File: config.mk
export PLATFORM = sky130hd
export DESIGN_NAME = trs_clip_top
export DESIGN_NICKNAME = d
export VERILOG_FILES = /design/src/rtl/trs_pkg.sv /design/src/rtl/trs_word_widen.sv /design/src/rtl/trs_range_clip.sv /design/src/rtl/trs_marker_track.sv /design/src/rtl/trs_clip_top.sv
export SDC_FILE = /design/constraint.sdc
export NUM_CORES = 1
export LEC_CHECK = 0
export BUFFER_PORTS_ARGS = -buffer_cell sky130_fd_sc_hd__buf_4
export CAP_MARGIN = 5
export CORE_ASPECT_RATIO = 0.8
export CORE_UTILIZATION = 46
export CTS_CLUSTER_SIZE = 10
export DETAILED_ROUTE_END_ITERATION = 16
export PLACE_DENSITY_LB_ADDON = 0.3
export REMOVE_ABC_BUFFERS = 1
export SETUP_SLACK_MARGIN = 0.5
export SYNTH_ARGS = -nofsm -noshare
export SYNTH_HDL_FRONTEND = slang
export SYNTH_SLANG_ARGS = --single-unit
File: constraint.sdc
create_clock -name clk -period 1.1 [get_ports clk]
set_input_delay 0.165 -clock clk [delete_from_list [all_inputs] [get_ports clk]]
set_output_delay 0.165 -clock clk [all_outputs]
set_load 0.005 [all_outputs]
File: src/rtl/trs_pkg.sv
package trs_pkg;
  // Number of words in one timing reference sequence
  localparam int TRS_LEN = 4;

  typedef struct packed {
    logic trs;
    logic sav;
    logic eav;
    logic vld;
  } trs_flags_t;
endpackage

File: src/rtl/trs_word_widen.sv
module trs_word_widen #(
  parameter int WORD_W   = 10,
  parameter int NARROW_W = 8
) (
  input  logic              narrow,
  input  logic [WORD_W-1:0] raw,
  output logic [WORD_W-1:0] word
);
  localparam int PAD_W = WORD_W - NARROW_W;

  generate
    if (PAD_W > 0) begin : g_pad
      always_comb begin
        if (narrow) word = {raw[WORD_W-1 -: NARROW_W], {PAD_W{1'b0}}};
        else        word = raw;
      end
    end else begin : g_same
      logic unused_narrow;
      assign unused_narrow = narrow;
      assign word = raw;
    end
  endgenerate
endmodule

File: src/rtl/trs_range_clip.sv
module trs_range_clip #(
  parameter int WORD_W    = 10,
  parameter int CLIP_SPAN = 4
) (
  input  logic              en,
  input  logic [WORD_W-1:0] word_i,
  output logic [WORD_W-1:0] word_o
);
  localparam logic [WORD_W-1:0] TOP_CODE = {WORD_W{1'b1}};
  localparam logic [WORD_W-1:0] LO_LIM   = WORD_W'(CLIP_SPAN);
  localparam logic [WORD_W-1:0] HI_LIM   = TOP_CODE - WORD_W'(CLIP_SPAN - 1);

  always_comb begin
    word_o = word_i;
    if (en) begin
      if (word_i < LO_LIM)       word_o = '0;
      else if (word_i >= HI_LIM) word_o = TOP_CODE;
    end
  end
endmodule

File: src/rtl/trs_marker_track.sv
module trs_marker_track
  import trs_pkg::*;
(
  input  logic       clk,
  input  logic       rst_n,
  input  logic       hit,      // preamble starts at the word being loaded
  input  logic       word_en,  // enable that came with that word
  input  logic       hbit,     // H bit of that word
  output trs_flags_t flags
);
  localparam int IDX_W = $clog2(TRS_LEN);
  localparam logic [IDX_W-1:0] LAST_IDX = IDX_W'(TRS_LEN - 1);
  localparam logic [IDX_W-1:0] XYZ_PREV = IDX_W'(TRS_LEN - 2);

  logic [IDX_W-1:0] idx_q, idx_d;
  logic             act_q, act_d;
  trs_flags_t       flg_q, flg_d;
  logic             cont;

  always_comb begin
    cont      = flg_q.trs && (idx_q != LAST_IDX);
    flg_d.trs = word_en && (hit || cont);
    flg_d.sav = word_en && cont && (idx_q == XYZ_PREV) && !hbit;
    flg_d.eav = word_en && cont && (idx_q == XYZ_PREV) && hbit;
    flg_d.vld = word_en && act_q && !flg_d.trs;
    idx_d     = (word_en && cont) ? idx_q + 1'b1 : '0;
    if (!word_en)       act_d = 1'b0;
    else if (flg_d.sav) act_d = 1'b1;
    else if (flg_d.eav) act_d = 1'b0;
    else                act_d = act_q;
  end

  always_ff @(posedge clk or negedge rst_n) begin
    if (!rst_n) begin
      idx_q <= '0;
      act_q <= 1'b0;
      flg_q <= '0;
    end else begin
      idx_q <= idx_d;
      act_q <= act_d;
      flg_q <= flg_d;
    end
  end

  assign flags = flg_q;
endmodule

File: src/rtl/trs_clip_top.sv
module trs_clip_top
  import trs_pkg::*;
#(
  parameter int WORD_W    = 10,
  parameter int NARROW_W  = 8,
  parameter int CLIP_SPAN = 4,
  parameter int H_POS     = 6
) (
  input  logic              clk,
  input  logic              rst_n,
  input  logic              det_en_n,
  input  logic              narrow_mode,
  input  logic [WORD_W-1:0] din,
  output logic [WORD_W-1:0] dout,
  output logic              trs_flag,
  output logic              sav_flag,
  output logic              eav_flag,
  output logic              video_valid
);
  localparam logic [WORD_W-1:0] HEAD_CODE = {WORD_W{1'b1}};
  localparam logic [WORD_W-1:0] ZERO_CODE = '0;
  localparam int               SYNC_N    = 2;

  // reset: asserted asynchronously, released on the clock
  logic [SYNC_N-1:0] rst_sync_q;
  logic              rst_int_n;

  always_ff @(posedge clk or negedge rst_n) begin
    if (!rst_n) rst_sync_q <= '0;
    else        rst_sync_q <= {rst_sync_q[SYNC_N-2:0], 1'b1};
  end
  assign rst_int_n = rst_sync_q[SYNC_N-1];

  // input conditioning
  logic [WORD_W-1:0] wide_word, clip_word;
  logic              en_in;

  assign en_in = !det_en_n;

  trs_word_widen #(.WORD_W(WORD_W), .NARROW_W(NARROW_W)) u_widen (
    .narrow (narrow_mode),
    .raw    (din),
    .word   (wide_word)
  );

  trs_range_clip #(.WORD_W(WORD_W), .CLIP_SPAN(CLIP_SPAN)) u_clip (
    .en     (en_in),
    .word_i (wide_word),
    .word_o (clip_word)
  );

  // three-stage word pipeline
  logic [WORD_W-1:0] s1_word_q, s1_word_d, s2_word_q, s2_word_d, out_q, out_d;
  logic              s1_en_q, s1_en_d, s2_en_q, s2_en_d;
  logic              pre_hit;

  always_comb begin
    s1_word_d = clip_word;
    s1_en_d   = en_in;
    s2_word_d = s1_word_q;
    s2_en_d   = s1_en_q;
    out_d     = s2_word_q;
    pre_hit   = s2_en_q && s1_en_q && en_in &&
                (s2_word_q == HEAD_CODE) &&
                (s1_word_q == ZERO_CODE) &&
                (clip_word == ZERO_CODE);
  end

  always_ff @(posedge clk or negedge rst_int_n) begin
    if (!rst_int_n) begin
      s1_word_q <= '0;
      s1_en_q   <= 1'b0;
      s2_word_q <= '0;
      s2_en_q   <= 1'b0;
      out_q     <= '0;
    end else begin
      s1_word_q <= s1_word_d;
      s1_en_q   <= s1_en_d;
      s2_word_q <= s2_word_d;
      s2_en_q   <= s2_en_d;
      out_q     <= out_d;
    end
  end

  trs_flags_t flags;

  trs_marker_track u_track (
    .clk     (clk),
    .rst_n   (rst_int_n),
    .hit     (pre_hit),
    .word_en (s2_en_q),
    .hbit    (s2_word_q[H_POS]),
    .flags   (flags)
  );

  assign dout        = out_q;
  assign trs_flag    = flags.trs;
  assign sav_flag    = flags.sav;
  assign eav_flag    = flags.eav;
  assign video_valid = flags.vld;
endmodule

==> results.md, run 1 <==
- Status: finished with violations
- Failing checks: negative hold slack, negative setup slack
- Worst R2R Setup Slack: -0.36 ns
- Crit path buf inv count: 0
- Post-Place Setup Slack: -0.495 ns
- Diodes inserted: 0
- Synth warn: 0
- Register-to-Register Path Depth: 4
- Clock network fraction of design power: 0.309
- Largest net degree at the start of global routing: 40
- Row count: 16
- Post-DP HPWL: 1.50 mm
- Total CTS buffers: 5
- Hold crit path type: in2reg
- WS Path Type: reg2reg
- Final RePlAce weighted congestion: 0.724
- Net Switching: 0.542 mW
- Cell-internal power: ~2.1 mW
- IO Port Bufs: 27
- Core ar.: 2580 µm²
- Final setup viols: 7
- Layout Utilization: 0.744
- Yosys reg bits: 41
- Nets: 150
- Critical-path cell list: or4_4, nor2_4, nand4_2, and4b_1
- Most common cell after layout, fill and taps aside: dfrtp_1
- Final Slew Violations: 0
- RR Startpoint: s1_word_q[3]
- Maximum vdd drop: 783 µV
- CP max stage cell: or4_4
- TritonRoute pass-1 iters: 4
- Hold_ws: -0.0219 ns
- Vias per cell: 4.78
- Die area: 3080 µm²
- Grt total ovfl: 0
- Final Cycle Share: 1.32
- Synthesized area: 1310 µm²
- Syn Inst Count: 86
- Min Tclk post-route: 1.46 ns
- Met3 Use GR: 0.0656
- Root Buffer Master: clkbuf_4
- Syn Area/Cell: roughly 15 µm²
- Top Ports: 28
- P_leak: approximately 0.91 nW
- Chip Width: 61.8 µm
- Worst setup EP type: flop
- GR Util All Layers: 0.175
- CTS max path bufs: 2
- CTS tree: built
- Logic pwr share: 0.076
- CP Launch Type: flop
- Sw Share: 0.208
- # hold bufs at CTS: 1
- Non-Filler Instances: 171
- Share of cells above drive strength 1: 0.556
- WP depth: 4
- Final worst slack: -0.356 ns
- H-Tree Depth: 2
- Overall power: 2.61 mW
- Crit-path max FO: 2
- Yosys cell types: 24
- Worst-path clk slew: between 0.1 and 0.15 ns
- Met1 Track Usage GR: 0.212
- Initial core utilization: 0.509
- CP arrival: 1.69 ns
- RSZ-0062 raised after global routing: true
- Worst Skew: 0.00661 ns
- Drt total wl: 2.17 mm
- Vias: 817
- DRC errors left: 0
- Top delay family on crit path: simple AND/OR/NAND/NOR gates
- Clk_lat worst skew: 0.33 ns
- CTS sink cnt: 41
- Seq/Total Area, Yosys: 0.781
- Fin. Hold Viols: 1
- Antenna violations before repair: 0
- Vias in the first global route: approximately 800
- Worst path max stage delay: 0.55 ns
- Routed Antenna Nets: 0
- Flop pwr share: 0.616
- Most frequent cells in the layout: dfrtp_1 (41), buf_4 (26), buf_6 (21)
- WL/cell: 12.7 µm
- Critical Path RT: between 1 and 1.5 ns
- Power Density: 1360 nW/µm²
- Origin of the worst setup path: s1_word_q[3]
- Area grow syn2layout: 46.2%
- Die Y-Extent: ~50 µm
- Global-route wire length before repair: 3.59 mm
- Worst setup endpoint: u_track.flags[0]
- Gr busiest metal: met2
- F_max: 687 MHz
- Filler Cell Count: between 150 and 200
- Maxcap violations: 0
- Placed insts: about 160
- Worst flop-to-flop path endpoint: u_track.flags[0]
- Initial drt markers: 7
- Met2 GRT Util: 0.265
[kinds of logic after synthesis]
family / count (synthesis) / synth area share
simple gates: 29 / 0.150
flops: 41 / 0.781
compound gates: 3 / 0.0133
other cells: 1 / 0.00285
fa+ha+maj: 2 / 0.0190
buf+inv: 10 / 0.0333
[state kept, by name, summed over array words and instances (netlist names)]
signal         flops
dout              10
out_d             10
rst_sync_q         2
s1_en_q            1
s1_word_q         10
s2_en_q            1
u_track.act_q      1
u_track.flags      4
u_track.idx_q      2
[power groups by stage]
stage               sequential [mW]  combinational (mW)  clock, mW
floorplan                      1.64              0.0160          0
global placement               1.62               0.158          0
detailed placement             1.63               0.163          0
CTS                            1.60               0.193      0.824
global route                   1.61               0.218      0.878
finish                         1.60               0.197      0.805
[cells in the mapped netlist]
master	n	area share
and2b_2	1	0.0067
nand4_1	4	0.019
nand4_2	1	0.0095
inv_1	2	0.0057
or4_1	1	0.0057
conb_1	1	0.0029
a21oi_1	2	0.0076
nor2_1	4	0.011
or3_1	1	0.0048
nor4_1	1	0.0048
dfrtp_1	41	0.78
or4_4	1	0.0086
and4_1	1	0.0067
nand2b_1	2	0.0095
dlygate4sd3_1	1	0.0076
or4_2	1	0.0067
nor4_4	1	0.016
clkbuf_1	7	0.020
ha_1	2	0.019
or2_2	1	0.0048
nand2_1	6	0.017
a21boi_0	1	0.0057
and4b_1	1	0.0076
nor3b_1	2	0.011
[worst min-delay path by stage]
stage / startpoint / endpoint / cells after the start
floorplan: rst_n / rst_sync_q[0] / 0
global placement: rst_n / rst_sync_q[1] / 1
detailed placement: rst_n / rst_sync_q[1] / 1
CTS: din[3] / s1_word_q[3] / 1
global route: din[3] / s1_word_q[3] / 1
finish: din[3] / s1_word_q[3] / 1
[layer usage]
metal,wire [µm],up-vias
li1,-,380
met2,1090,32
met1,925,399
met3,109,6
met4,47,0
met5,0,-
[layout make-up]
cell class	count	area, µm²	share of cell area
clock buffers	7	65.1	0.0339
multi-input cells	35	310	0.162
well taps	36	45.0	0.0235
inverters	2	7.51	0.00391
flip-flops and latches	41	1030	0.534
repair buffers	49	462	0.240
clock inverters	1	5.00	0.00261
[repair_timing]
item                                    4_1_cts  5_1_grt
buffers inserted                              4        2
hold endpoints to repair                      4        2
pin swaps                                     8        5
endpoints found under the setup margin       26       28
resized for setup                            33        8
[stage by stage]
stage | setup TNS [ns] | cell area [µm²]
6_report | -1.08 | 1920
3_3_place_gp | -1.62 | 1650
3_5_place_dp | -1.88 | 1650
2_1_floorplan | -5.74 | 1280
4_1_cts | -0.974 | 1880
5_1_grt | -1.44 | 1920
Note: power is estimated with default switching activity, not from simulation.
==> inputs of run 2 (changes only) <==
--- a/config.mk
+++ b/config.mk
@@ -8,6 +8,7 @@
 export BUFFER_PORTS_ARGS = -buffer_cell sky130_fd_sc_hd__buf_4
 export CAP_MARGIN = 5
 export CORE_ASPECT_RATIO = 0.8
+export CORE_MARGIN = 5
 export CORE_UTILIZATION = 46
 export CTS_CLUSTER_SIZE = 10
 export DETAILED_ROUTE_END_ITERATION = 16
==> constraint.sdc (replaced) <==
create_clock -name clk -period 1.1 [get_ports clk]
set_input_delay 0.11 -clock clk [delete_from_list [all_inputs] [get_ports clk]]
set_output_delay 0.11 -clock clk [all_outputs]
set_load 0.005 [all_outputs]
==> run 2 against run 1 <==
  * The flow still finishes with violations (negative hold slack, negative setup slack)
  * Routed wire length rose by 3.1%
  * Core utilization fell by 1.9 points
  * Setup slack got worse by 0.0035 ns
  * Register-to-register slack barely moved
  * Flip-flop and latch count did not move
  * Critical path depth did not move
  * Sequential power barely moved
  * First-iteration DRC count rose to 9.6 times the previous value
  * Critical endpoint unchanged
==> results.md, run 2 (synthesis gave the netlist of run 1 again) <==
- Status: finished with violations (unchanged)
- Fin. Hold Viols: 4 (was 1)
- WS Path Type: reg2reg (unchanged)
- Overall power: 2.99 mW (was 2.61 mW)
- RSZ-0062 raised after global routing: true (unchanged)
- Final Slew Violations: 0 (unchanged)
- CP Launch Type: flop (unchanged)
- F_max: 685 MHz (was 687 MHz)
- Most frequent cells in the layout: dfrtp_1 (41), buf_4 (24), buf_6 (22) (was dfrtp_1 (41), buf_4 (26), buf_6 (21))
- Die area: 4030 µm² (was 3080 µm²)
- Global-route wire length before repair: 3.85 mm (was 3.59 mm)
- Maximum vdd drop: 655 µV (was 783 µV)
- Initial drt markers: 67 (was 7)
- Top Ports: 28 (unchanged)
- Final worst slack: -0.359 ns (was -0.356 ns)
- IO Port Bufs: 27 (unchanged)
- Failing checks: negative hold slack, negative setup slack (unchanged)
- Area grow syn2layout: 51.4% (was 46.2%)
- Power Density: 1510 nW/µm² (was 1360 nW/µm²)
- Antenna violations before repair: 0 (unchanged)
- Largest net degree at the start of global routing: 40 (unchanged)
- GR Util All Layers: 0.131 (was 0.175)
- CTS sink cnt: 41 (unchanged)
- Hold crit path type: in2reg (unchanged)
- Hold endpoint: s1_word_q[6] (was s1_word_q[3])
- Critical Path RT: 1.35 ns (was 1.33 ns)
- H-Tree Depth: 2 (unchanged)
- P_leak: 0.947 nW (was 0.910 nW)
- Root Buffer Master: clkbuf_4 (unchanged)
- Crit-path max FO: 2 (unchanged)
- Vias per cell: 4.59 (was 4.78)
- Register-to-Register Path Depth: 4 (unchanged)
- Most common cell after layout, fill and taps aside: dfrtp_1 (unchanged)
- Final setup viols: 8 (was 7)
- Min Tclk post-route: 1.46 ns (about the same)
- Vias in the first global route: 849 (was 822)
- Hold_ws: -0.0325 ns (was -0.0219 ns)
- CTS tree: built (unchanged)
- Die Y-Extent: 57.8 µm (was 49.8 µm)
- Worst hold stages: 2 (was 1)
- Origin of the worst setup path: s1_word_q[6] (was s1_word_q[3])
- Worst R2R Setup Slack: -0.36 ns (about the same)
- Drt total wl: 2.24 mm (was 2.17 mm)
- Final Cycle Share: 1.33 (was 1.32)
- Nets: 153 (was 150)
- Core ar.: 2740 µm² (was 2580 µm²)
- Critical hold path startpoint: din[6] (was din[3])
- Worst-path clk slew: 0.12 ns (was 0.11 ns)
- Worst flop-to-flop path endpoint: u_track.flags[0] (unchanged)
- Final RePlAce weighted congestion: 0.769 (was 0.724)
- CP arrival: 1.71 ns (was 1.69 ns)
- Diodes inserted: 0 (unchanged)
- Total CTS buffers: 5 (unchanged)
- RR Startpoint: s1_word_q[6] (was s1_word_q[3])
- Chip Width: 69.8 µm (was 61.8 µm)
- Grt total ovfl: 0 (unchanged)
- Worst Skew: 0.00512 ns (was 0.00661 ns)
- Initial core utilization: 0.479 (was 0.509)
- Vias: 808 (was 817)
- Row count: 17 (was 16)
- Share of cells above drive strength 1: 0.536 (was 0.556)
- Worst setup EP type: flop (unchanged)
- Maxcap violations: 0 (unchanged)
- Routed Antenna Nets: 0 (unchanged)
- CTS max path bufs: 2 (unchanged)
- Clk_lat worst skew: 0.34 ns (was 0.33 ns)
- TritonRoute pass-1 iters: 4 (unchanged)
- WL/cell: 12.7 µm (about the same)
- Post-DP HPWL: 1.47 mm (was 1.50 mm)
- DRC errors left: 0 (unchanged)
[run 2: layer usage]
| metal | vias to the layer above | routed length [µm] | global-route usage | share of wire |
|---|---|---|---|---|
| li1 | 383 | - | - | - |
| met1 | 380 | 883 | 0.139 | 0.39 |
| met2 | 39 | 1070 | 0.205 | 0.48 |
| met3 | 6 | 225 | 0.0728 | 0.10 |
| met4 | 0 | 57 | 0.0847 | 0.025 |
| met5 | - | 0 | 0 | 0 |
[run 2: repair_timing]
| action | 4_1_cts | 5_1_grt |
|---|---|---|
| endpoints found under the setup margin | 25 | 25 |
| pin swaps | 10 | 7 |
| resized for setup | 33 | 8 |
| buffers inserted | 3 | 3 |
| hold buffers | 3 | 2 |
| endpoints found under the hold margin | 11 | 6 |
[run 2: worst max-delay path by stage]
stage               slack [ns]          endpoint  cells past startpoint
finish                   -0.36  u_track.flags[0]                      4
global route             -0.41  u_track.flags[0]                      4
CTS                      -0.38  u_track.flags[0]                      4
detailed placement       -0.52  u_track.flags[0]                      4
global placement         -0.45  u_track.flags[0]                      4
floorplan                -0.41  u_track.flags[0]                      4
[run 2: power breakdown]
| part | internal, mW | switching [mW] |
|---|---|---|
| combinational | 0.126 | 0.0722 |
| sequential | 1.57 | 0.0339 |
| clock | 0.715 | 0.477 |
[run 2: cell type report]
cell class              instances  area (µm²)
flip-flops and latches         41        1030
clock inverters                 3        68.8
clock buffers                   5        37.5
fillers                       165         754
inverters                       2        7.51
repair buffers                 52         498
well taps                      38        47.5
multi-input cells              35         304
[run 2: worst max-delay path, stage by stage, from the launching register on]
cell and delay, ns:
dfrtp_1 0.39, or4_4 0.55, nor2_4 0.12, nand4_2 0.10, and4b_1 0.20
[run 2: per-stage QoR]
stage | cells | TNS (ns) | setup slack, ns | area [µm²] | util
after global routing | 176 | -1.28 | -0.405 | 1990 | 0.725
after CTS | 171 | -0.961 | -0.377 | 1920 | 0.700
after global placement | 157 | -1.53 | -0.449 | 1650 | 0.600
after floorplan | 78 | -5.74 | -0.409 | 1280 | -
after detailed placement | 157 | -1.83 | -0.516 | 1650 | 0.600
final | 176 | -0.965 | -0.359 | 1990 | 0.725
==> inputs of run 3 (changes only) <==
--- a/config.mk
+++ b/config.mk
@@ -5,7 +5,7 @@
 export SDC_FILE = /design/constraint.sdc
 export NUM_CORES = 1
 export LEC_CHECK = 0
-export BUFFER_PORTS_ARGS = -buffer_cell sky130_fd_sc_hd__buf_4
+export BUFFER_PORTS_ARGS = -buffer_cell sky130_fd_sc_hd__buf_2
 export CAP_MARGIN = 5
 export CORE_ASPECT_RATIO = 0.8
 export CORE_MARGIN = 5
@@ -15,6 +15,7 @@
 export PLACE_DENSITY_LB_ADDON = 0.3
 export REMOVE_ABC_BUFFERS = 1
 export SETUP_SLACK_MARGIN = 0.5
+export SLEW_MARGIN = 20
 export SYNTH_ARGS = -nofsm -noshare
 export SYNTH_HDL_FRONTEND = slang
 export SYNTH_SLANG_ARGS = --single-unit
==> run 3 against run 2 <==
  * The run still ends with negative hold slack, negative setup slack left
  * First-iteration DRC count is 52% lower
  * Non-clock buffer count down 2
  * Flip-flop and latch count did not move
  * Maximum frequency is 1.2% lower
  * Via count is 1.5% lower
  * Combinational power fell by 19%
  * Cell count is 1.1% lower
  * Clock power decreased by 17%
  * Power is 8.2% lower
  * Worst hold slack lost 0.010 ns
  * Critical endpoint unchanged
  * Largest power group unchanged
==> results.md, run 3 (synthesis gave the netlist of run 1 again) <==
- Final instance area: 1820 µm² (was 1990 µm²)
- Setup_tns: -1.23 ns (was -0.965 ns)
- WL/cell: 12.9 µm (was 12.7 µm)
- Global-route wire length before repair: 3.84 mm (was 3.85 mm)
- Top Ports: 28 (unchanged)
- Worst setup EP type: flop (unchanged)
- Initial drt markers: 32 (was 67)
- Maximum vdd drop: 741 µV (was 655 µV)
- Final Slew Violations: 0 (unchanged)
- Post-Place Setup Slack: -0.476 ns (was -0.516 ns)
- Total CTS buffers: 5 (unchanged)
- Final RePlAce weighted congestion: 0.770 (was 0.769)
- Gr busiest metal: met2 (unchanged)
- WS Path Type: reg2reg (unchanged)
- Final Cycle Share: 1.34 (was 1.33)
- Largest net degree at the start of global routing: 40 (unchanged)
- Hold crit path type: in2reg (unchanged)
- Met2 GRT Util: 0.220 (was 0.205)
- Nets: 151 (was 153)
- Final worst slack: -0.377 ns (was -0.359 ns)
- Share of cells above drive strength 1: 0.529 (was 0.536)
- Die Y-Extent: 57.8 µm (unchanged)
- DRC errors left: 0 (unchanged)
- Post-DP HPWL: 1.62 mm (was 1.47 mm)
- Worst-path clk slew: 0.12 ns (about the same)
- Core ar.: 2740 µm² (unchanged)
- Met3 Use GR: 0.0485 (was 0.0728)
- Filler Cell Count: 206 (was 165)
- Chip Width: 69.8 µm (unchanged)
- Min Tclk post-route: 1.48 ns (was 1.46 ns)
- Row count: 17 (unchanged)
- CTS max path bufs: 2 (unchanged)
- H-Tree Depth: 2 (unchanged)
- Critical Path RT: 1.33 ns (was 1.35 ns)
- CTS sink cnt: 41 (unchanged)
- Maxcap violations: 0 (unchanged)
- Crit-path max FO: 2 (unchanged)
- GR Util All Layers: 0.125 (was 0.131)
- Final setup viols: 9 (was 8)
- Layout Utilization: 0.662 (was 0.725)
- Vias per cell: 4.57 (was 4.59)
- F_max: 677 MHz (was 685 MHz)
- Drt total wl: 2.25 mm (was 2.24 mm)
- Grt total ovfl: 0 (unchanged)
- RSZ-0062 raised after global routing: true (unchanged)
- Clk_lat worst skew: 0.34 ns (about the same)
- Power Density: 1510 nW/µm² (about the same)
- Antenna violations before repair: 0 (unchanged)
- CTS tree: built (unchanged)
- Hold_ws: -0.0425 ns (was -0.0325 ns)
- IO Port Bufs: 27 (unchanged)
- Fin. Hold Viols: 6 (was 4)
- CP Launch Type: flop (unchanged)
- Initial core utilization: 0.479 (unchanged)
- Non-Filler Instances: 174 (was 176)
- P_leak: 0.890 nW (was 0.947 nW)
- Status: finished with violations (unchanged)
- Failing checks: negative hold slack, negative setup slack (unchanged)
- Diodes inserted: 0 (unchanged)
- Area grow syn2layout: 38.2% (was 51.4%)
- Root Buffer Master: clkbuf_4 (unchanged)
- Worst Skew: 0.0133 ns (was 0.00512 ns)
- Overall power: 2.75 mW (was 2.99 mW)
- DP Area: 1580 µm² (was 1650 µm²)
- TritonRoute pass-1 iters: 4 (unchanged)
- Vias: 796 (was 808)
- Vias in the first global route: 876 (was 849)
- Routed Antenna Nets: 0 (unchanged)
- Placed insts: 157 (unchanged)
- Most common cell after layout, fill and taps aside: dfrtp_1 (unchanged)
- Met1 Track Usage GR: 0.131 (was 0.139)
- Die area: 4030 µm² (unchanged)
- # hold bufs at CTS: 3 (unchanged)
- Most frequent cells in the layout: dfrtp_1 (41), buf_2 (25), buf_4 (16) (was dfrtp_1 (41), buf_4 (24), buf_6 (22))
- CP arrival: 1.71 ns (about the same)
==> run 3: changes by cell type in the layout (fill, tap and decap cells not counted), moves of 2 or more <==
cell	delta
dlygate4sd3_1	-2
buf_2	+25
buf_4	-8
buf_6	-17
==> run 3: area by class of cell <==
type / instances / area [µm²] / area share
clock buffers: 6 / 51.3 / 0.0283
clock inverters: 2 / 37.5 / 0.0207
inverters: 2 / 7.51 / 0.00414
multi-input cells: 35 / 294 / 0.162
flip-flops and latches: 41 / 1030 / 0.565
well taps: 38 / 47.5 / 0.0262
repair buffers: 50 / 352 / 0.194
==> run 3: path summary, 6_finish.rpt <==
check                              startpoint               end  slack, ns  cells past startpoint
max in group asynchronous       rst_sync_q[1]      s1_word_q[0]       0.67                      1
worst min register to register  rst_sync_q[1]          out_d[7]       0.24                      1
min in group asynchronous               rst_n     rst_sync_q[1]       0.07                      2
worst min-delay path                   din[7]      s1_word_q[7]      -0.04                      2
worst max register to register   s1_word_q[8]  u_track.flags[0]      -0.38                      4
worst max-delay path             s1_word_q[8]  u_track.flags[0]      -0.38                      4
==> run 3: power breakdown <==
| group | switching, mW | internal, mW | total (mW) |
|---|---|---|---|
| Clock | 0.448 | 0.540 | 0.989 |
| Sequential | 0.0295 | 1.57 | 1.60 |
| Combinational | 0.0726 | 0.0882 | 0.161 |
| Total | 0.550 | 2.20 | 2.75 |
==> run 3: what timing repair did <==
action	CTS	global route
setup endpoints to repair	25	26
buffers inserted	3	3
pin swaps	6	5
resized for setup	15	6
endpoints found under the hold margin	11	6
==> run 3: critical path: stages, from the launching register on <==
cell and delay [ns]:
dfrtp_1 0.39, or4_4 0.55, nor2_4 0.12, nand4_2 0.10, and4b_1 0.20
==> run 3: layer usage <==
layer | vias to the layer above | routed length, µm
met3 | 2 | 210
met1 | 382 | 840
met4 | 0 | 13
li1 | 382 | -
met2 | 30 | 1190
met5 | - | 0
